### config.mk
export PLATFORM = sky130hd
export DESIGN_NAME = usbd_irq_regs
export DESIGN_NICKNAME = d
export VERILOG_FILES = /design/src/rtl/usbd_irq_pkg.sv /design/src/rtl/usbd_idle_watch.sv /design/src/rtl/usbd_wr_decode.sv /design/src/rtl/usbd_flag_reg.sv /design/src/rtl/usbd_irq_regs.sv
export SDC_FILE = /design/constraint.sdc
export NUM_CORES = 1
export LEC_CHECK = 0
export BUFFER_PORTS_ARGS = -buffer_cell sky130_fd_sc_hd__buf_2
export CAP_MARGIN = 10
export CORE_ASPECT_RATIO = 0.75
export CORE_MARGIN = 2
export CORE_UTILIZATION = 40
export DETAILED_ROUTE_END_ITERATION = 10
export GPL_TIMING_DRIVEN = 0
export PLACE_DENSITY = 0.68
export SYNTH_ARGS = -nofsm -noshare
export SYNTH_HDL_FRONTEND = slang
export SYNTH_SLANG_ARGS = --single-unit
### constraint.sdc
create_clock -name clk -period 2.81 [get_ports clk]
set_input_delay 0.281 -clock clk [delete_from_list [all_inputs] [get_ports clk]]
set_output_delay 0.281 -clock clk [all_outputs]
set_load 0.02 [all_outputs]
### src/rtl/usbd_irq_pkg.sv
package usbd_irq_pkg;

  localparam int REG_W     = 32;
  localparam int BIT_SUSP  = 0;
  localparam int BIT_SOF   = 2;
  localparam int BIT_RST   = 3;
  localparam int BIT_WAKE  = 4;
  localparam int BIT_RSMD  = 5;
  localparam int BIT_UPRSM = 6;
  localparam int EP_BASE   = 12;

  typedef enum logic [2:0] {
    A_STAT     = 3'd0,
    A_STAT_CLR = 3'd1,
    A_STAT_SET = 3'd2,
    A_EN       = 3'd3,
    A_EN_CLR   = 3'd4,
    A_EN_SET   = 3'd5
  } reg_addr_e;

  // Bits that hold latched bus events.
  function automatic logic [REG_W-1:0] global_mask();
    logic [REG_W-1:0] m;
    m = '0;
    m[BIT_SUSP]  = 1'b1;
    m[BIT_SOF]   = 1'b1;
    m[BIT_RST]   = 1'b1;
    m[BIT_WAKE]  = 1'b1;
    m[BIT_RSMD]  = 1'b1;
    m[BIT_UPRSM] = 1'b1;
    return m;
  endfunction

  // Endpoint summary field for n endpoints.
  function automatic logic [REG_W-1:0] ep_field_mask(input int n);
    logic [REG_W-1:0] m;
    m = '0;
    for (int i = 0; i < n; i++) m[EP_BASE+i] = 1'b1;
    return m;
  endfunction

  // Place the six event strobes at their status positions.
  function automatic logic [REG_W-1:0] pack_events(
    input logic susp, input logic sof, input logic rst,
    input logic wake, input logic rsmd, input logic uprsm);
    logic [REG_W-1:0] v;
    v = '0;
    v[BIT_SUSP]  = susp;
    v[BIT_SOF]   = sof;
    v[BIT_RST]   = rst;
    v[BIT_WAKE]  = wake;
    v[BIT_RSMD]  = rsmd;
    v[BIT_UPRSM] = uprsm;
    return v;
  endfunction

  // Next value of a flag register: a hardware set beats a software clear.
  function automatic logic [REG_W-1:0] flag_next(
    input logic [REG_W-1:0] cur, input logic [REG_W-1:0] set_b,
    input logic [REG_W-1:0] clr_b, input logic [REG_W-1:0] hw_b,
    input logic [REG_W-1:0] mask);
    return ((cur & ~clr_b) | set_b | hw_b) & mask;
  endfunction

endpackage

### src/rtl/usbd_idle_watch.sv
module usbd_idle_watch #(
  parameter int IDLE_CYCLES = 144000
) (
  input  logic clk,
  input  logic rst_n,
  input  logic line_idle,
  output logic susp_evt,
  output logic wake_evt
);
  localparam int CW = $clog2(IDLE_CYCLES + 1);
  localparam logic [CW-1:0] LAST = CW'(IDLE_CYCLES - 1);
  localparam logic [CW-1:0] FULL = CW'(IDLE_CYCLES);

  logic [CW-1:0] run_q;
  logic          idle_d_q;

  always_ff @(posedge clk) begin
    if (!rst_n) begin
      run_q    <= '0;
      idle_d_q <= 1'b0;
    end else begin
      idle_d_q <= line_idle;
      if (!line_idle)
        run_q <= '0;
      else if (run_q != FULL)
        run_q <= run_q + CW'(1);
    end
  end

  // Fires once, on the cycle the run reaches its limit.
  assign susp_evt = line_idle && (run_q == LAST);
  // Any end of an idle stretch counts as bus activity.
  assign wake_evt = !line_idle && idle_d_q;

endmodule

### src/rtl/usbd_wr_decode.sv
module usbd_wr_decode
  import usbd_irq_pkg::*;
(
  input  logic             wr_en,
  input  logic [2:0]       wr_addr,
  input  logic [REG_W-1:0] wr_data,
  output logic [REG_W-1:0] stat_set,
  output logic [REG_W-1:0] stat_clr,
  output logic [REG_W-1:0] en_set,
  output logic [REG_W-1:0] en_clr
);
  always_comb begin
    stat_set = '0;
    stat_clr = '0;
    en_set   = '0;
    en_clr   = '0;
    if (wr_en) begin
      case (reg_addr_e'(wr_addr))
        A_STAT_CLR: stat_clr = wr_data;
        A_STAT_SET: stat_set = wr_data;
        A_EN_CLR:   en_clr   = wr_data;
        A_EN_SET:   en_set   = wr_data;
        default:    ;
      endcase
    end
  end
endmodule

### src/rtl/usbd_flag_reg.sv
module usbd_flag_reg
  import usbd_irq_pkg::*;
#(
  parameter logic [REG_W-1:0] MASK = '1
) (
  input  logic             clk,
  input  logic             rst_n,
  input  logic [REG_W-1:0] set_b,
  input  logic [REG_W-1:0] clr_b,
  input  logic [REG_W-1:0] hw_b,
  output logic [REG_W-1:0] q
);
  always_ff @(posedge clk) begin
    if (!rst_n) q <= '0;
    else        q <= flag_next(q, set_b, clr_b, hw_b, MASK);
  end
endmodule

### src/rtl/usbd_irq_regs.sv
module usbd_irq_regs
  import usbd_irq_pkg::*;
#(
  parameter int NUM_EP      = 8,
  parameter int IDLE_CYCLES = 144000
) (
  input  logic              clk,
  input  logic              rst_n,
  input  logic              wr_en,
  input  logic [2:0]        wr_addr,
  input  logic [31:0]       wr_data,
  input  logic [2:0]        rd_addr,
  output logic [31:0]       rd_data,
  input  logic              line_idle,
  input  logic              sof_pulse,
  input  logic              rst_done_pulse,
  input  logic              resume_done_pulse,
  input  logic              remote_wake_pulse,
  input  logic [NUM_EP-1:0] ep_pend,
  output logic              irq
);
  localparam logic [REG_W-1:0] GLB_MASK = global_mask();
  localparam logic [REG_W-1:0] EP_MASK  = ep_field_mask(NUM_EP);
  localparam logic [REG_W-1:0] EN_MASK  = GLB_MASK | EP_MASK;

  logic             susp_evt, wake_evt;
  logic [REG_W-1:0] stat_set, stat_clr, en_set, en_clr;
  logic [REG_W-1:0] hw_set;
  logic [REG_W-1:0] stat_q, en_q;
  logic [REG_W-1:0] ep_field, status_view;

  usbd_idle_watch #(.IDLE_CYCLES(IDLE_CYCLES)) u_idle (
    .clk(clk), .rst_n(rst_n), .line_idle(line_idle),
    .susp_evt(susp_evt), .wake_evt(wake_evt)
  );

  usbd_wr_decode u_dec (
    .wr_en(wr_en), .wr_addr(wr_addr), .wr_data(wr_data),
    .stat_set(stat_set), .stat_clr(stat_clr),
    .en_set(en_set), .en_clr(en_clr)
  );

  assign hw_set = pack_events(susp_evt, sof_pulse, rst_done_pulse,
                              wake_evt, resume_done_pulse, remote_wake_pulse);

  usbd_flag_reg #(.MASK(GLB_MASK)) u_stat (
    .clk(clk), .rst_n(rst_n), .set_b(stat_set), .clr_b(stat_clr),
    .hw_b(hw_set), .q(stat_q)
  );

  usbd_flag_reg #(.MASK(EN_MASK)) u_en (
    .clk(clk), .rst_n(rst_n), .set_b(en_set), .clr_b(en_clr),
    .hw_b('0), .q(en_q)
  );

  // Endpoint summaries pass straight through; they are never stored.
  always_comb begin
    ep_field = '0;
    ep_field[EP_BASE +: NUM_EP] = ep_pend;
  end

  assign status_view = stat_q | ep_field;
  assign irq         = |(status_view & en_q);

  always_comb begin
    case (reg_addr_e'(rd_addr))
      A_STAT:  rd_data = status_view;
      A_EN:    rd_data = en_q;
      default: rd_data = '0;
    endcase
  end

endmodule

==> reports/summary.log <==
qor: status.result_of_the_run complete, no violations
qor: setup_path.critPathSlowestCell or4_1
qor: setup_path.path_class reg -> reg
qor: setup_path.worst_path_cell_chain ha_1 -> nand4_1 -> or4_1 -> o211ai_1 -> and2_1
qor: sta.grt_setup_unrepaired false
qor: logic_synthesis.post_synth_inst_count 273
qor: sta.final_setup_skew 7.17 ps
qor: sta.fmaxAchievable 537 MHz
qor: sta.report.final.setup_viol 0
qor: die.row_cnt 23
qor: setup_path.cp_peak_stage_delay 520 ps
qor: sta.totalNegativeSetupSlack 0 ps
qor: min_path.hold_path_class in -> reg
qor: detailed_routing.drt-met1-wl 2710 um
qor: pwr.pwr_density_cell 433 nW/um^2
qor: cts.insertion_delay 290 ps
qor: global_route.antenna_violations_before_repair 0
qor: sta.finalHoldViolCount 0
qor: logic_synthesis.netlist_top_cells_area dfxtp_1 36%, a22oi_1 6.2%, buf_4 6.2%, nand2_1 5.3%, nor2_1 4.8%
qor: setup_path.rrSetupSlack 950 ps
qor: placement.hpwl 4140 um
qor: finish.stdcell_area 2680 um^2
qor: die.dieWidth 89.3 um
qor: cts.cts_buffer_count 5
qor: logic_synthesis.synth.cell_area 2180 um^2
qor: sta.min_cycle_time_layout 1860 ps
qor: logic_synthesis.synth-edff-count 0
qor: logic_synthesis.post_synthesis_sequential_area_ratio 35.8%
qor: logic_synthesis.synthesis.area_per_instance 7.99 um^2
qor: detailed_routing.drt_pre_antenna_iters 4
qor: sta.finalMaxSlewViolations 0
qor: global_route.gr-total-overflow 0
qor: logic_synthesis.yosysTopAreaCellShare 35.8%
qor: pwr.leakagePower 1.09 nW
qor: cts.htreeDepth 2
qor: cts.cts.sink_count 39
qor: logic_synthesis.synth_largest_area_cell dfxtp_1
qor: die.placeableCoreArea 5300 um^2
qor: min_path.hp-start rst_done_pulse
qor: sta.relSlewSlack 44.2%
qor: finish.net_count_of_the_finished_layout 402
qor: setup_path.worstSetupStartpointType flip-flop
qor: global_route.grt_start_max_net_pins 12
qor: cts.post_cts_resized 0
qor: cts.setup_bufs_post_cts 0
qor: placement.detailed_place.area 2580 um^2
qor: setup_path.endpoint_kind flip-flop
qor: placement.placed_cells_incl_taps 414
qor: detailed_routing.wl_per_cell 12.8 um
qor: detailed_routing.via_count 2,107
qor: setup_path.r2r_start u_idle.run_q[1]$_SDFFE_PN0P_
qor: logic_synthesis.async_set_or_reset_register_ratio_after_synthesis 0%
qor: setup_path.cp_data_required_time 3050 ps
qor: setup_path.path_max_fanout 8
qor: global_route.gr-usage-all-layers 18.2%
qor: detailed_routing.maxUsedRoutingLayer met4
qor: min_path.timing.hold.worst_endpoint u_stat.q[3]$_SDFF_PN0_
qor: logic_synthesis.synth.most_common_cell dfxtp_1
qor: detailed_routing.met2_length 2280 um
qor: cts.tritoncts done
qor: job.timing.max_cap.violations 0
qor: setup_path.timing.rr.end u_stat.q[0]$_SDFF_PN0_
qor: logic_synthesis.ys.warnings.count 0
qor: detailed_routing.routed_wl 5420 um
qor: detailed_routing.first_iter_violations 153
qor: detailed_routing.drc 0
qor: detailed_routing.final_antenna_net_count 0
qor: logic_synthesis.post_synth_num_cell_types 41
qor: setup_path.cp.arrival 2100 ps
qor: finish.antenna_cells_inserted 0
qor: placement.gp_congestion 0.801
qor: finish.layout-drive-gt1-share 22.5%
qor: die.floorplan.initialDensity 41.2%
qor: global_route.vias_in_the_first_global_route 1,817
qor: global_route.grt_pass1_wl 8510 um
qor: logic_synthesis.synth-main-ff-cell dfxtp_1
qor: cts.ctsHoldBuffers 0
qor: die.num_io_pins 87
qor: die.floorplan.die_area 6060 um^2
qor: finish.layoutNonFillerInstCount 422
qor: cts.cts_root_buf clkbuf_8
qor: sta.worst_max_slew_pin_slew 835 ps
qor: logic_synthesis.yosys-top-cells-count 39 x dfxtp_1, 31 x nand2_1, 28 x nor2_1, 20 x nand3_1
qor: cts.cts-root-to-sink-buffers 2
qor: setup_path.timing.reg2reg.worst_path_depth 5
qor: finish.flow.area_growth_from_synthesis 23.1%
qor: detailed_routing.number_of_vias_per_cell 4.99
qor: placement.placement.io_buffers 49
qor: pwr.vdd.ir_drop.worst 0.215 mV
qor: sta.fin_crit_sh 66.2%
qor: detailed_routing.detailroute.wirelength.met3 362 um
qor: die.die_height 67.9 um
qor: cts.clk_pin_slew_worst_paths 80 ps
qor: logic_synthesis.ys_ff_latch 39
qor: min_path.min_path_cells 3
## state kept, by name (all words and copies together) (netlist names)
register and cells:
u_idle.idle_d_q 1, u_idle.run_q 18, u_stat.q 6, u_en.q 14
## worst max-delay path by stage
| stage | slack [ps] | end | from |
|---|---|---|---|
| floorplan | 1250 | u_stat.q[0]$_SDFF_PN0_ | u_idle.run_q[0]$_SDFFE_PN0P_ |
| global placement | 1020 | u_stat.q[0]$_SDFF_PN0_ | u_idle.run_q[0]$_SDFFE_PN0P_ |
| detailed placement | 1000 | u_stat.q[0]$_SDFF_PN0_ | u_idle.run_q[0]$_SDFFE_PN0P_ |
| CTS | 960 | u_stat.q[0]$_SDFF_PN0_ | u_idle.run_q[0]$_SDFFE_PN0P_ |
| global route | 790 | u_stat.q[0]$_SDFF_PN0_ | u_idle.run_q[0]$_SDFFE_PN0P_ |
| finish | 950 | u_stat.q[0]$_SDFF_PN0_ | u_idle.run_q[1]$_SDFFE_PN0P_ |
## where the power goes
group / total, mW / internal (mW) / switching (mW) / leakage, nW
clock: 0.422 / 0.224 / 0.198 / 0.0515
sequential: 0.575 / 0.564 / 0.0103 / 0.317
combinational: 0.166 / 0.0670 / 0.0985 / 0.724
total: 1.16 / 0.856 / 0.307 / 1.09
## cells in the final DEF, fill, tap and decap left out, types with 5 or more instances in the layout
cell type	synthesis	final
buf_2	1	50
dfxtp_1	39	39
nand2_1	31	31
nor2_1	28	28
nand3_1	20	20
a22oi_1	18	18
buf_4	18	18
conb_1	1	18
a21boi_0	13	13
clkbuf_1	10	11
xnor2_1	9	9
o21ai_0	9	9
inv_1	8	8
nor3_1	8	8
mux2i_1	7	7
nor2b_1	7	7
clkbuf_8	0	7
nand4_1	5	5
a31oi_1	5	5
## layout make-up
class | instances | area, um^2
clock buffers | 8 | 100
flip-flops and latches | 39 | 781
plain buffers | 29 | 178
repair buffers | 49 | 245
well taps | 75 | 93.8
multi-input cells | 214 | 1260
inverters | 8 | 30.0
fillers | 554 | 2610
## logic make-up (layout without fill, tap and decap cells)
logic type,Yosys count,count (layout),share of synthesized area (%)
AND/OR/NAND/NOR,119,119,27.4
AO/OA/AOI/OAI,57,57,18.4
flip-flops,39,39,35.8
buffers and inverters,37,94,9.52
XOR/XNOR,11,11,4.42
multiplexers,7,7,3.21
adder cells (fa/ha/maj),2,2,1.15
other,1,18,0.172
## per-stage QoR
| stage | utilization, % | setup WS, ps | hold WS [ps] | power (mW) |
|---|---|---|---|---|
| 2_1_floorplan | - | 1250 | 447 | 0.692 |
| 3_3_place_gp | 48.8 | 1020 | 469 | 0.749 |
| 3_5_place_dp | 48.8 | 999 | 478 | 0.751 |
| 4_1_cts | 50.7 | 965 | 252 | 1.17 |
| 5_1_grt | 50.7 | 793 | 289 | 1.21 |
| 6_report | 50.7 | 949 | 251 | 1.16 |
## critical path, delay by kind of cell (launching register included)
family,cells,cell delay (ps)
and+or+nand+nor,3,970
DFF,1,420
adders and majority gates,1,250
AOI/OAI and AO/OA,1,160
## metal layers
metal  GRT usage, %  vias to the layer above
met5              0                        -
met4           8.58                        0
met3           3.98                        5
met2           25.7                       72
met1           26.1                      945
li1               -                     1085
(Power assumes the default switching activity.)
